$ cat config.mk
export PLATFORM = sky130hd
export DESIGN_NAME = pred_mask_gen
export DESIGN_NICKNAME = d
export VERILOG_FILES = /design/src/rtl/pmask_pkg.sv /design/src/rtl/pmask_int_sel.sv /design/src/rtl/pmask_cr_pick.sv /design/src/rtl/pred_mask_gen.sv
export SDC_FILE = /design/constraint.sdc
export NUM_CORES = 1
export LEC_CHECK = 0
export ABC_AREA = 1
export BUFFER_PORTS_ARGS = -buffer_cell sky130_fd_sc_hd__buf_2
export CAP_MARGIN = 10
export CORE_AREA = 2 2 204 206
export DETAILED_ROUTE_END_ITERATION = 12
export DIE_AREA = 0 0 206 208
export PLACE_DENSITY_LB_ADDON = 0.25
export SETUP_SLACK_MARGIN = 0.4
export SLEW_MARGIN = 25
export SYNTH_ARGS = -nofsm -noshare
export SYNTH_HDL_FRONTEND = slang
export SYNTH_SLANG_ARGS = --single-unit
$ cat constraint.sdc
create_clock -name clk -period 5.36 [get_ports clk]
set_input_delay 0.268 -clock clk [delete_from_list [all_inputs] [get_ports clk]]
set_output_delay 0.268 -clock clk [all_outputs]
set_load 0.05 [all_outputs]
$ cat src/rtl/pmask_pkg.sv
package pmask_pkg;
    typedef enum logic [1:0] {
        ST_IDLE,
        ST_SCAN,
        ST_DONE
    } scan_state_e;

    localparam logic [2:0] SEL_ALL   = 3'd0;
    localparam logic [2:0] SEL_UNARY = 3'd1;
    localparam logic [2:0] SEL_R3    = 3'd2;
    localparam logic [2:0] SEL_NR3   = 3'd3;
    localparam logic [2:0] SEL_R10   = 3'd4;
    localparam logic [2:0] SEL_NR10  = 3'd5;
    localparam logic [2:0] SEL_R30   = 3'd6;
    localparam logic [2:0] SEL_NR30  = 3'd7;
endpackage

$ cat src/rtl/pmask_int_sel.sv
module pmask_int_sel
    import pmask_pkg::*;
#(
    parameter int LANES = 64
) (
    input  logic [2:0]       sel,
    input  logic [LANES-1:0] r3,
    input  logic [LANES-1:0] r10,
    input  logic [LANES-1:0] r30,
    output logic [LANES-1:0] int_mask
);
    localparam int IDXW = $clog2(LANES);

    always_comb begin
        unique case (sel)
            SEL_ALL:   int_mask = '1;
            SEL_UNARY: int_mask = LANES'(1) << r3[IDXW-1:0];
            SEL_R3:    int_mask = r3;
            SEL_NR3:   int_mask = ~r3;
            SEL_R10:   int_mask = r10;
            SEL_NR10:  int_mask = ~r10;
            SEL_R30:   int_mask = r30;
            SEL_NR30:  int_mask = ~r30;
            default:   int_mask = '0;
        endcase
    end
endmodule

$ cat src/rtl/pmask_cr_pick.sv
module pmask_cr_pick #(
    parameter int FW = 4
) (
    input  logic [FW-1:0] field,
    input  logic [2:0]    code,
    output logic          bit_out
);
    logic chosen;

    always_comb begin
        chosen  = field[code[2:1]];
        bit_out = chosen ^ code[0];
    end
endmodule

$ cat src/rtl/pred_mask_gen.sv
module pred_mask_gen
    import pmask_pkg::*;
#(
    parameter int LANES = 64,
    parameter int FW    = 4
) (
    input  logic                      clk,
    input  logic                      rst_n,
    input  logic                      start,
    input  logic                      cr_mode,
    input  logic [2:0]                sel,
    input  logic [$clog2(LANES):0]    vl,
    input  logic [LANES-1:0]          r3,
    input  logic [LANES-1:0]          r10,
    input  logic [LANES-1:0]          r30,
    input  logic [LANES*FW-1:0]       cr_bank,
    output logic                      busy,
    output logic                      done,
    output logic [LANES-1:0]          mask
);
    localparam int IDXW = $clog2(LANES);
    localparam int VLW  = IDXW + 1;

    scan_state_e       state_q, state_d;
    logic [IDXW-1:0]   idx_q;
    logic [VLW-1:0]    last_q;
    logic [2:0]        code_q;
    logic [LANES-1:0]  mask_q;
    logic [LANES-1:0]  int_mask;
    logic [VLW-1:0]    vl_eff;
    logic [FW-1:0]     cur_field;
    logic              cur_bit;
    logic              accept;

    always_comb begin
        vl_eff    = (vl > VLW'(LANES)) ? VLW'(LANES) : vl;
        accept    = start && (state_q == ST_IDLE);
        cur_field = cr_bank[idx_q*FW +: FW];
    end

    pmask_int_sel #(.LANES(LANES)) u_int_sel (
        .sel      (sel),
        .r3       (r3),
        .r10      (r10),
        .r30      (r30),
        .int_mask (int_mask)
    );

    pmask_cr_pick #(.FW(FW)) u_cr_pick (
        .field   (cur_field),
        .code    (code_q),
        .bit_out (cur_bit)
    );

    // state register
    always_ff @(posedge clk) begin
        if (!rst_n) state_q <= ST_IDLE;
        else        state_q <= state_d;
    end

    // next state
    always_comb begin
        state_d = state_q;
        unique case (state_q)
            ST_IDLE: begin
                if (start) begin
                    if (cr_mode && (vl_eff != '0)) state_d = ST_SCAN;
                    else                           state_d = ST_DONE;
                end
            end
            ST_SCAN: begin
                if (VLW'(idx_q) == last_q) state_d = ST_DONE;
            end
            ST_DONE: state_d = ST_IDLE;
            default: state_d = ST_IDLE;
        endcase
    end

    // datapath registers
    always_ff @(posedge clk) begin
        if (!rst_n) begin
            idx_q  <= '0;
            last_q <= '0;
            code_q <= '0;
            mask_q <= '0;
        end else if (accept) begin
            idx_q  <= '0;
            last_q <= vl_eff - VLW'(1);
            code_q <= sel;
            mask_q <= cr_mode ? '0 : int_mask;
        end else if (state_q == ST_SCAN) begin
            mask_q[idx_q] <= cur_bit;
            idx_q         <= idx_q + IDXW'(1);
        end
    end

    // outputs
    always_comb begin
        busy = (state_q != ST_IDLE);
        done = (state_q == ST_DONE);
        mask = mask_q;
    end
endmodule

# == After elaboration in Yosys (flattened, before gate mapping) ==
# Index checks and enable logic that the tools add are counted.
# W data, S select, Z words.
# totals
reg_bits,82
in_bits,462
out_inout_bits,66
wordCells,54
# op_classes
addsub,2
n_lt_le_gt_ge,4
eq_ne,12
n_shift,2
mux,14
bitwise_logic,5
n_reduce_logical,10
# ops
cell,n
$pmux W64 S8,1
$shiftx A256 B9 Y4,1
$mux W64,3
$not A64 Y64,3
$bwmux W64,1
$shl A1 B6 Y64 const A,1
$eq A3 B3 Y1 const B,4
$eq A6 B7 Y1,1
$gt A7 B7 Y1 const B,1
$lt A6 B7 Y1 const B,1
$mux W7,1
$reduce_bool A7 Y1,1
$sub A7 B1 Y7 const B,1
$add A6 B1 Y6 const B,1
$demux W1 S6,1
$eq A3 B2 Y1 const B,2
$ge A6 B1 Y1 const B,1
$mux W2,3
$ne A2 B2 Y1 const B,2
$pmux W2 S2,1
$reduce_bool A2 Y1,2
$eq A3 B1 Y1 const B,1
$logic_and A1 B1 Y1,3
$logic_not A3 Y1,1
10 further kinds,11

# == Depth between registers and ports, before layout ==
# Gate-level depths: netlist of the first run.
# depth
depth_word,7
ltp_mapped,17
ltp_nobuf,14

# == By module ==
# From an unflattened synthesis of the first run, not the netlist that was laid out.
# hier_totals
cells_unflattened,2537
hier_area_um2,12264.3
# modules_own_cells
mod,n_inst,cells_each,area_each_um2,seq_area_each_um2
pred_mask_gen,1,1414,7257.0,1641.6
pmask_int_sel,1,1110,4949.7,0.0
pmask_cr_pick,1,13,57.6,0.0

# == Worst setup path before layout of the first run ==
# Ideal clock, no wire load.
# synth_path
path_kind,flip-flop to flip-flop
startpoint,register idx_q[0]
endpoint,"register mask_q[10], in the netlist mask[10]"
setup_time_ns,0.070
t_arrival_ns,1.949
required_time_ns,5.290
slack_ns,3.341
path_stages_with_launch,16
n_path_buf,3
period_less_slack_ns,2.019
cell_sequence,dfxtp_1 buf_4 buf_2 or2_2 nand3_1 nand2_1 o21ai_0 nand2_1 nor2_1 nand2_1 nand3_1 nand2_1 nand2_2 buf_4 nand3_1 a21oi_1
# synth_between
elab_chain_cells,7
elab_cells_between_ends,12
classes_between,2 x order compare; 1 x shift; 7 x mux; 1 x bitwise; 1 x reduce/logical
# synth_rtl
item,line_no,text
from (decl),pred_mask_gen.sv:25,logic [IDXW-1:0] idx_q;
from (signal assigned),pred_mask_gen.sv:93,idx_q <= idx_q + IDXW'(1);
$shiftx A256 B9 Y4 (tied with other cells),pred_mask_gen.sv:38,cur_field = cr_bank[idx_q*FW +: FW];
$bmux W1 S2 or $logic_and A1 B1 Y1 (tied branches),"pmask_cr_pick.sv:11, pred_mask_gen.sv:92",
"$mux W1, on equally long branches","pmask_cr_pick.sv:11, pred_mask_gen.sv:92",
$xor A1 B1 Y1 or $demux W1 S6 (tied branches),"pmask_cr_pick.sv:12, pred_mask_gen.sv:92",
$bwmux W64 (*),pred_mask_gen.sv:92,mask_q[idx_q] <= cur_bit;
$mux W64 (*),pred_mask_gen.sv:91,end else if (state_q == ST_SCAN) begin
$mux W64 (*),pred_mask_gen.sv:86,end else if (accept) begin
to (signal assigned),pred_mask_gen.sv:90,mask_q <= cr_mode ? '0 : int_mask;
"to (signal, indexed assignment)",pred_mask_gen.sv:92,
to (decl),pred_mask_gen.sv:28,logic [LANES-1:0] mask_q;
# Mark *: on every way between the ends. The rest lies on a longest branch, timed or not. The select of a mux whose other input is x is not followed.
# A chain may end at the register's enable or synchronous reset.

# == Final worst setup path of the first run ==
# layout_path
startpoint,register idx_q[3]
endpoint,"register mask_q[8], in the netlist mask[8]"
# Same word-level chain as after synthesis.

==> results.sh, run 1 <==
export IMPL_status="completed"
export IMPL_core_area_um2=40550
export IMPL_p_per_area_nw_per_um2=172.7
export IMPL_route_vias_total=16000
export IMPL_min_path_type="in -> reg"
export IMPL_ys_types=37
export IMPL_cts_tree="done"
export IMPL_start_util=0.2727
export IMPL_synth_largest_area_cell="dfxtp_1"
export IMPL_synth_edff_count=0
export IMPL_synth_top_area_frac=0.1484
export IMPL_synthArstFlopShare=0
export IMPL_dp_hpwl_mm=48.11
export IMPL_grt_pass1_wl_mm=91.09
export IMPL_crit_path_start_kind="flop"
export IMPL_drive_gt1_frac=0.2419
export IMPL_cts_buffers=9
export IMPL_rows=74
export IMPL_grt_use_total=0.2753
export IMPL_antenna_found_initial=16
export IMPL_rsz0062_at_grt="no"
export IMPL_die_width_um=206
export IMPL_htree_levels=3
export IMPL_slew_viol_final=0
export IMPL_min_period_over_period=0.7019
export IMPL_path_delay_family="simple AND/OR/NAND/NOR gates"
export IMPL_cts_sinks=82
export IMPL_yosys_top_cells_area="dfxtp_1 (15%), nor2_1 (13%), inv_1 (11%)"
export IMPL_fin_tns_setup_ns=0
export IMPL_final_common_cell="buf_2"
export IMPL_fin_ws_ns=1.598
export IMPL_max_vdd_ir_drop_mv=0.1613
export IMPL_cp_arrival_ns=4.04
export IMPL_clk_pin_slew_worst_paths_ns=0.07
export IMPL_critPathCaptureType="flop"
export IMPL_firstDrtPassIters=6
export IMPL_crit_type="reg -> reg"
export IMPL_hp_start="vl[0]"
export IMPL_gp_congestion=0.9637
export IMPL_grt_max_degree=191
export IMPL_wl_per_cell_um=20.37
export IMPL_routed_wl_mm=62.16
export IMPL_fp_dieH_um=208
export IMPL_post_cts_resized=0
export IMPL_first_global_vias=14780
export IMPL_fin_nets=2965
export IMPL_area_delta_synth_final_pct=28.71
export IMPL_final_cell_mix="buf_2 (527), nor2_1 (367), inv_1 (310)"
export IMPL_cts_root_buffer="clkbuf_16"
export IMPL_r2r_setup_slack_ns=1.60
export IMPL_required_ns=5.63
export IMPL_ys_seq_elements=82
export IMPL_finalHoldViolations=0
export IMPL_synth_nets=2564
export IMPL_postCtsHoldBufs=0
export IMPL_port_buffers=527
export IMPL_slew_headroom=0.4649
export IMPL_worst_path_buf_inv=3
export IMPL_io_pins=528
export IMPL_cap_violations=0
export IMPL_tightest_slew_ns=0.7997
export IMPL_postCtsSetupBuffers=0
export IMPL_via_per_inst=5.243
export IMPL_drt_iter0_drc=1687
export IMPL_seq_area_frac_synth=0.1484
export IMPL_avgSynthCellArea_um2=5.269
export IMPL_ys_warn_count=0
export IMPL_post_route_util=0.3510
export IMPL_slowest_stage="clkinv_1"
export IMPL_total_power_mw=2.458
export IMPL_synth_ff_type="dfxtp_1"
export IMPL_hold_end="last_q[0]"
export IMPL_ant_nets=0
export IMPL_clock_latency_ns=0.35
export IMPL_postSynthCellCount=2099
export IMPL_period_needed_ns=3.762
export IMPL_die_area_um2=42850
export IMPL_drc_errors=0
export IMPL_finalSetupViolCount=0
export IMPL_p_leak_nw=7.272
export IMPL_hold_path_depth=2
export IMPL_r2r_start="idx_q[3]"
export IMPL_max_stage_delay_ns=0.68
export IMPL_critical_path_max_fanout=37
export IMPL_dp_cells=3021
export IMPL_pre_cts_ws_ns=1.632
export IMPL_r2r_end="mask[8]"
export IMPL_grt_overflow_total=0
export IMPL_fin_worst_skew_ns=0.01065
export IMPL_clock_fmax_mhz=265.8
export IMPL_cts_buffer_depth=2
export IMPL_instances_no_fill=3052
export IMPL_crit_top_cell="nand3_1"
export IMPL_worstPathCellList="inv_1, nor3_1, clkinv_1, nor2_1, nor2_1, nand3_1, nand3_1, nand3_2, buf_4, nand3_1, a21oi_1"
export IMPL_synth_area_um2=11060
export IMPL_rr_worst_depth=11
## worst max path at each step
stage             start       end  cells after the start
4_1_cts        idx_q[3]   mask[8]                     11
5_1_grt        idx_q[3]  mask[21]                     11
6_report       idx_q[3]   mask[8]                     11
3_5_place_dp   idx_q[3]   mask[8]                     11
3_3_place_gp   idx_q[1]  mask[52]                     14
2_1_floorplan  idx_q[0]  mask[10]                     15
## sequential cells by signal (all words and copies together) (netlist names)
signal	cells
last_q	7
idx_q	6
state_q	2
code_q	3
mask	64
## cell families after synthesis
family	Yosys count	share of synthesized area
and+or+nand+nor	963	0.3697
AOI/OAI and AO/OA	564	0.3025
buffers and inverters	479	0.1695
DFF	82	0.1484
xor gates and xnor gates	7	0.005544
adders and majority gates	3	0.003394
muxes	1	0.0009051
## synth_stat cells (3+ instances only)
cell / n
a21oi_1: 197
a221oi_1: 64
buf_2: 39
buf_4: 7
clkbuf_1: 111
clkinv_1: 3
dfxtp_1: 82
ha_1: 3
inv_1: 311
inv_2: 6
nand2_1: 266
nand3_1: 161
nand4_1: 7
nor2_1: 369
nor3_1: 120
o2111ai_1: 14
o211ai_1: 83
o21ai_0: 191
o21ai_1: 5
o22ai_1: 4
or2_0: 3
or2_1: 9
or2_2: 22
xor2_1: 5
## metal layers
layer	routed length [um]	up-vias	global-route usage
li1	-	7781	-
met1	27230	7385	0.3809
met2	28100	759	0.4391
met3	5451	74	0.04543
met4	1367	2	0.07340
met5	11	-	0
## metrics by stage
| step | cell area [um2] | hold WS [ns] |
|---|---|---|
| final | 14230 | 0.1560 |
| after global routing | 14230 | 0.1693 |
| after CTS | 14200 | 0.1426 |
| after detailed placement | 13920 | 0.4809 |
| after global placement | 13900 | 0.4699 |
| after floorplan | 11060 | 0.3760 |
## layout make-up
type	instances	area [um2]
fillers	4669	26320
diodes	15	37.54
clock inverters	5	40.04
clock buffers	11	232.7
flip-flops and latches	82	1645
multi-input cells	1538	7594
inverters	320	1205
well taps	532	665.6
repair buffers	549	2815
## power breakdown
group	total, mW	leakage [nW]	switching, mW	internal [mW]
Sequential	0.704	0.676	0.0378	0.666
Combinational	1.15	6.47	0.796	0.358
Clock	0.600	0.122	0.283	0.317
Total	2.46	7.27	1.12	1.34
(Power assumes the default switching activity.)
==> inputs of run 2 (changes only) <==
--- a/config.mk
+++ b/config.mk
@@ -5,12 +5,12 @@
 export SDC_FILE = /design/constraint.sdc
 export NUM_CORES = 1
 export LEC_CHECK = 0
-export ABC_AREA = 1
+export ABC_AREA = 0
 export BUFFER_PORTS_ARGS = -buffer_cell sky130_fd_sc_hd__buf_2
 export CAP_MARGIN = 10
-export CORE_AREA = 2 2 204 206
+export CORE_AREA = 2 2 203 205
 export DETAILED_ROUTE_END_ITERATION = 12
-export DIE_AREA = 0 0 206 208
+export DIE_AREA = 0 0 205 207
 export PLACE_DENSITY_LB_ADDON = 0.25
 export SETUP_SLACK_MARGIN = 0.4
 export SLEW_MARGIN = 25
==> constraint.sdc (replaced) <==
create_clock -name clk -period 3.78 [get_ports clk]
set_input_delay 0.189 -clock clk [delete_from_list [all_inputs] [get_ports clk]]
set_output_delay 0.189 -clock clk [all_outputs]
set_load 0.05 [all_outputs]
==> results.sh, run 2 <==
export IMPL_status="completed"
export IMPL_crit_path_start_kind="flop"
export IMPL_drive_gt1_frac=0.4140
export IMPL_seq_area_frac_synth=0.1784
export IMPL_fin_tns_setup_ns=0
export IMPL_synth_ff_type="dfxtp_1"
export IMPL_via_per_inst=5.274
export IMPL_area_delta_synth_final_pct=41.95
export IMPL_cts_buffers=9
export IMPL_fin_worst_skew_ns=0.01017
export IMPL_ys_types=71
export IMPL_grt_overflow_total=0
export IMPL_cts_tree="done"
export IMPL_synth_nets=1683
export IMPL_firstDrtPassIters=5
export IMPL_die_area_um2=42440
export IMPL_routed_wl_met2_mm=28.99
export IMPL_slew_headroom=0.3211
export IMPL_ys_seq_elements=82
export IMPL_ys_warn_count=0
export IMPL_ant_nets=0
export IMPL_min_period_over_period=0.8759
export IMPL_critPathCaptureType="flop"
export IMPL_synth_common_cells="o21ai_0 (155), nand2_1 (129), a21oi_1 (100), mux2i_1 (96), nor2_1 (89)"
export IMPL_p_per_area_nw_per_um2=266.8
export IMPL_grt_pass1_wl_mm=77.02
export IMPL_postCtsHoldBufs=0
export IMPL_wl_per_cell_um=24.58
export IMPL_tightest_slew_ns=1.016
export IMPL_synth_top_area_frac=0.1784
export IMPL_wl_met3_mm=3.769
export IMPL_post_route_util=0.3235
export IMPL_p_leak_nw=5.705
export IMPL_yosysMostFrequentCell="o21ai_0"
export IMPL_start_util=0.2279
export IMPL_required_ns=4.02
export IMPL_yosys_top_cells_area="dfxtp_1 (18%), mux2i_1 (10%), o21ai_0 (8.4%)"
export IMPL_finalSetupViolCount=0
export IMPL_hold_ws_ns=0.1623
export IMPL_clock_latency_ns=0.35
export IMPL_grt_max_degree=70
export IMPL_fin_nets=2175
export IMPL_wl_met1_mm=20.51
export IMPL_max_vdd_ir_drop_mv=0.1854
export IMPL_grt_use_total=0.2463
export IMPL_clock_fmax_mhz=302.0
export IMPL_final_cell_mix="buf_2 (526), o21ai_0 (154), nand2_1 (129)"
export IMPL_dp_hpwl_mm=44.90
export IMPL_drt_iter0_drc=862
export IMPL_cap_violations=0
export IMPL_slew_viol_final=0
export IMPL_critical_path_max_fanout=11
export IMPL_period_needed_ns=3.311
export IMPL_largest_reg_flops=64
export IMPL_core_area_um2=40370
export IMPL_finalHoldViolations=0
export IMPL_avgSynthCellArea_um2=7.554
export IMPL_cts_root_buffer="clkbuf_16"
export IMPL_postSynthCellCount=1218
export IMPL_route_vias_total=11890
export IMPL_synth_edff_count=0
export IMPL_top_layer="met5"
export IMPL_port_buffers=527
export IMPL_io_pins=528
export IMPL_crit_type="reg -> reg"
export IMPL_fp_dieH_um=207
export IMPL_first_global_vias=11770
export IMPL_synth_area_um2=9201
export IMPL_gp_congestion=0.9246
export IMPL_antenna_found_initial=14
export IMPL_final_common_cell="buf_2"
export IMPL_rows=74
export IMPL_synth_largest_area_cell="dfxtp_1"
export IMPL_clk_pin_slew_worst_paths_ns=0.07
export IMPL_routed_wl_mm=55.40
export IMPL_min_path_type="in -> reg"
export IMPL_cts_buffer_depth=2
export IMPL_htree_levels=3
export IMPL_die_width_um=205
export IMPL_rsz0062_at_grt="yes"
export IMPL_cts_sinks=82
export IMPL_cp_arrival_ns=3.55
export IMPL_drc_errors=0
export IMPL_synthArstFlopShare=0
[run 2: timing repair]
action                                  4_1_cts  5_1_grt
resized for setup                             6       24
cloned                                        0        2
pin swaps                                     0        9
buffers inserted                              8       16
endpoints found under the setup margin       41       42
[run 2: final timing paths]
check	cells after the start	startpoint	slack [ns]	end
hold reg to reg	1	state_q[1]	0.50	state_q[1]
hold / removal	3	vl[5]	0.16	last_q[5]
setup reg to reg	14	idx_q[1]	0.47	mask[51]
setup / recovery	14	idx_q[1]	0.47	mask[51]
[run 2: kinds of logic after synthesis]
kind of cell / Yosys count / share of synthesized area
compound gates: 427 / 0.2973
simple gates: 365 / 0.1909
mux: 136 / 0.1877
buf+inv: 128 / 0.06840
flops: 82 / 0.1784
xor+xnor: 77 / 0.07329
fa+ha+maj: 3 / 0.004080
[run 2: area by class of cell]
class,count,area [um2]
fill,4441,27310
multi-input combinational,1009,7076
timing repair buffer,602,3309
sequential,82,1654
tap,532,665.6
clock buffer,10,239.0
clock inverter,6,71.32
inverter,6,28.78
antenna,7,17.52
[run 2: critical path: stages, from the launching register on]
cell and delay (ns):
dfxtp_4 0.39, buf_2 0.17, buf_4 0.15, clkbuf_16 0.16, or3b_2 0.48, a21oi_4 0.23, a211oi_1 0.07, o221ai_1 0.21
nor3_1 0.10, o311a_4 0.44, nand4_4 0.19, buf_6 0.18, buf_4 0.19, o22ai_1 0.08, o311a_1 0.13
[run 2: metrics by stage]
| step | area [um2] | instances | setup WS, ns | power (mW) |
|---|---|---|---|---|
| floorplan | 9201 | 1218 | 0.9185 | 1.898 |
| global placement | 12350 | 2205 | 0.1990 | 2.511 |
| detailed placement | 12350 | 2205 | 0.2299 | 2.515 |
| CTS | 12760 | 2229 | 0.4090 | 3.452 |
| global route | 13050 | 2251 | 0.3504 | 3.649 |
| finish | 13060 | 2254 | 0.4692 | 3.485 |
[run 2: per-layer routing]
| layer | GRT usage | vias to the layer above |
|---|---|---|
| met5 | 0 | - |
| met4 | 0.09204 | 2 |
| li1 | - | 5566 |
| met2 | 0.4695 | 654 |
| met1 | 0.2700 | 5563 |
| met3 | 0.03760 | 102 |
[run 2: power breakdown]
group	switching (mW)	internal [mW]	total, mW
clock	0.404	0.538	0.942
sequential	0.0548	0.942	0.996
combinational	0.956	0.590	1.55
total	1.42	2.07	3.48
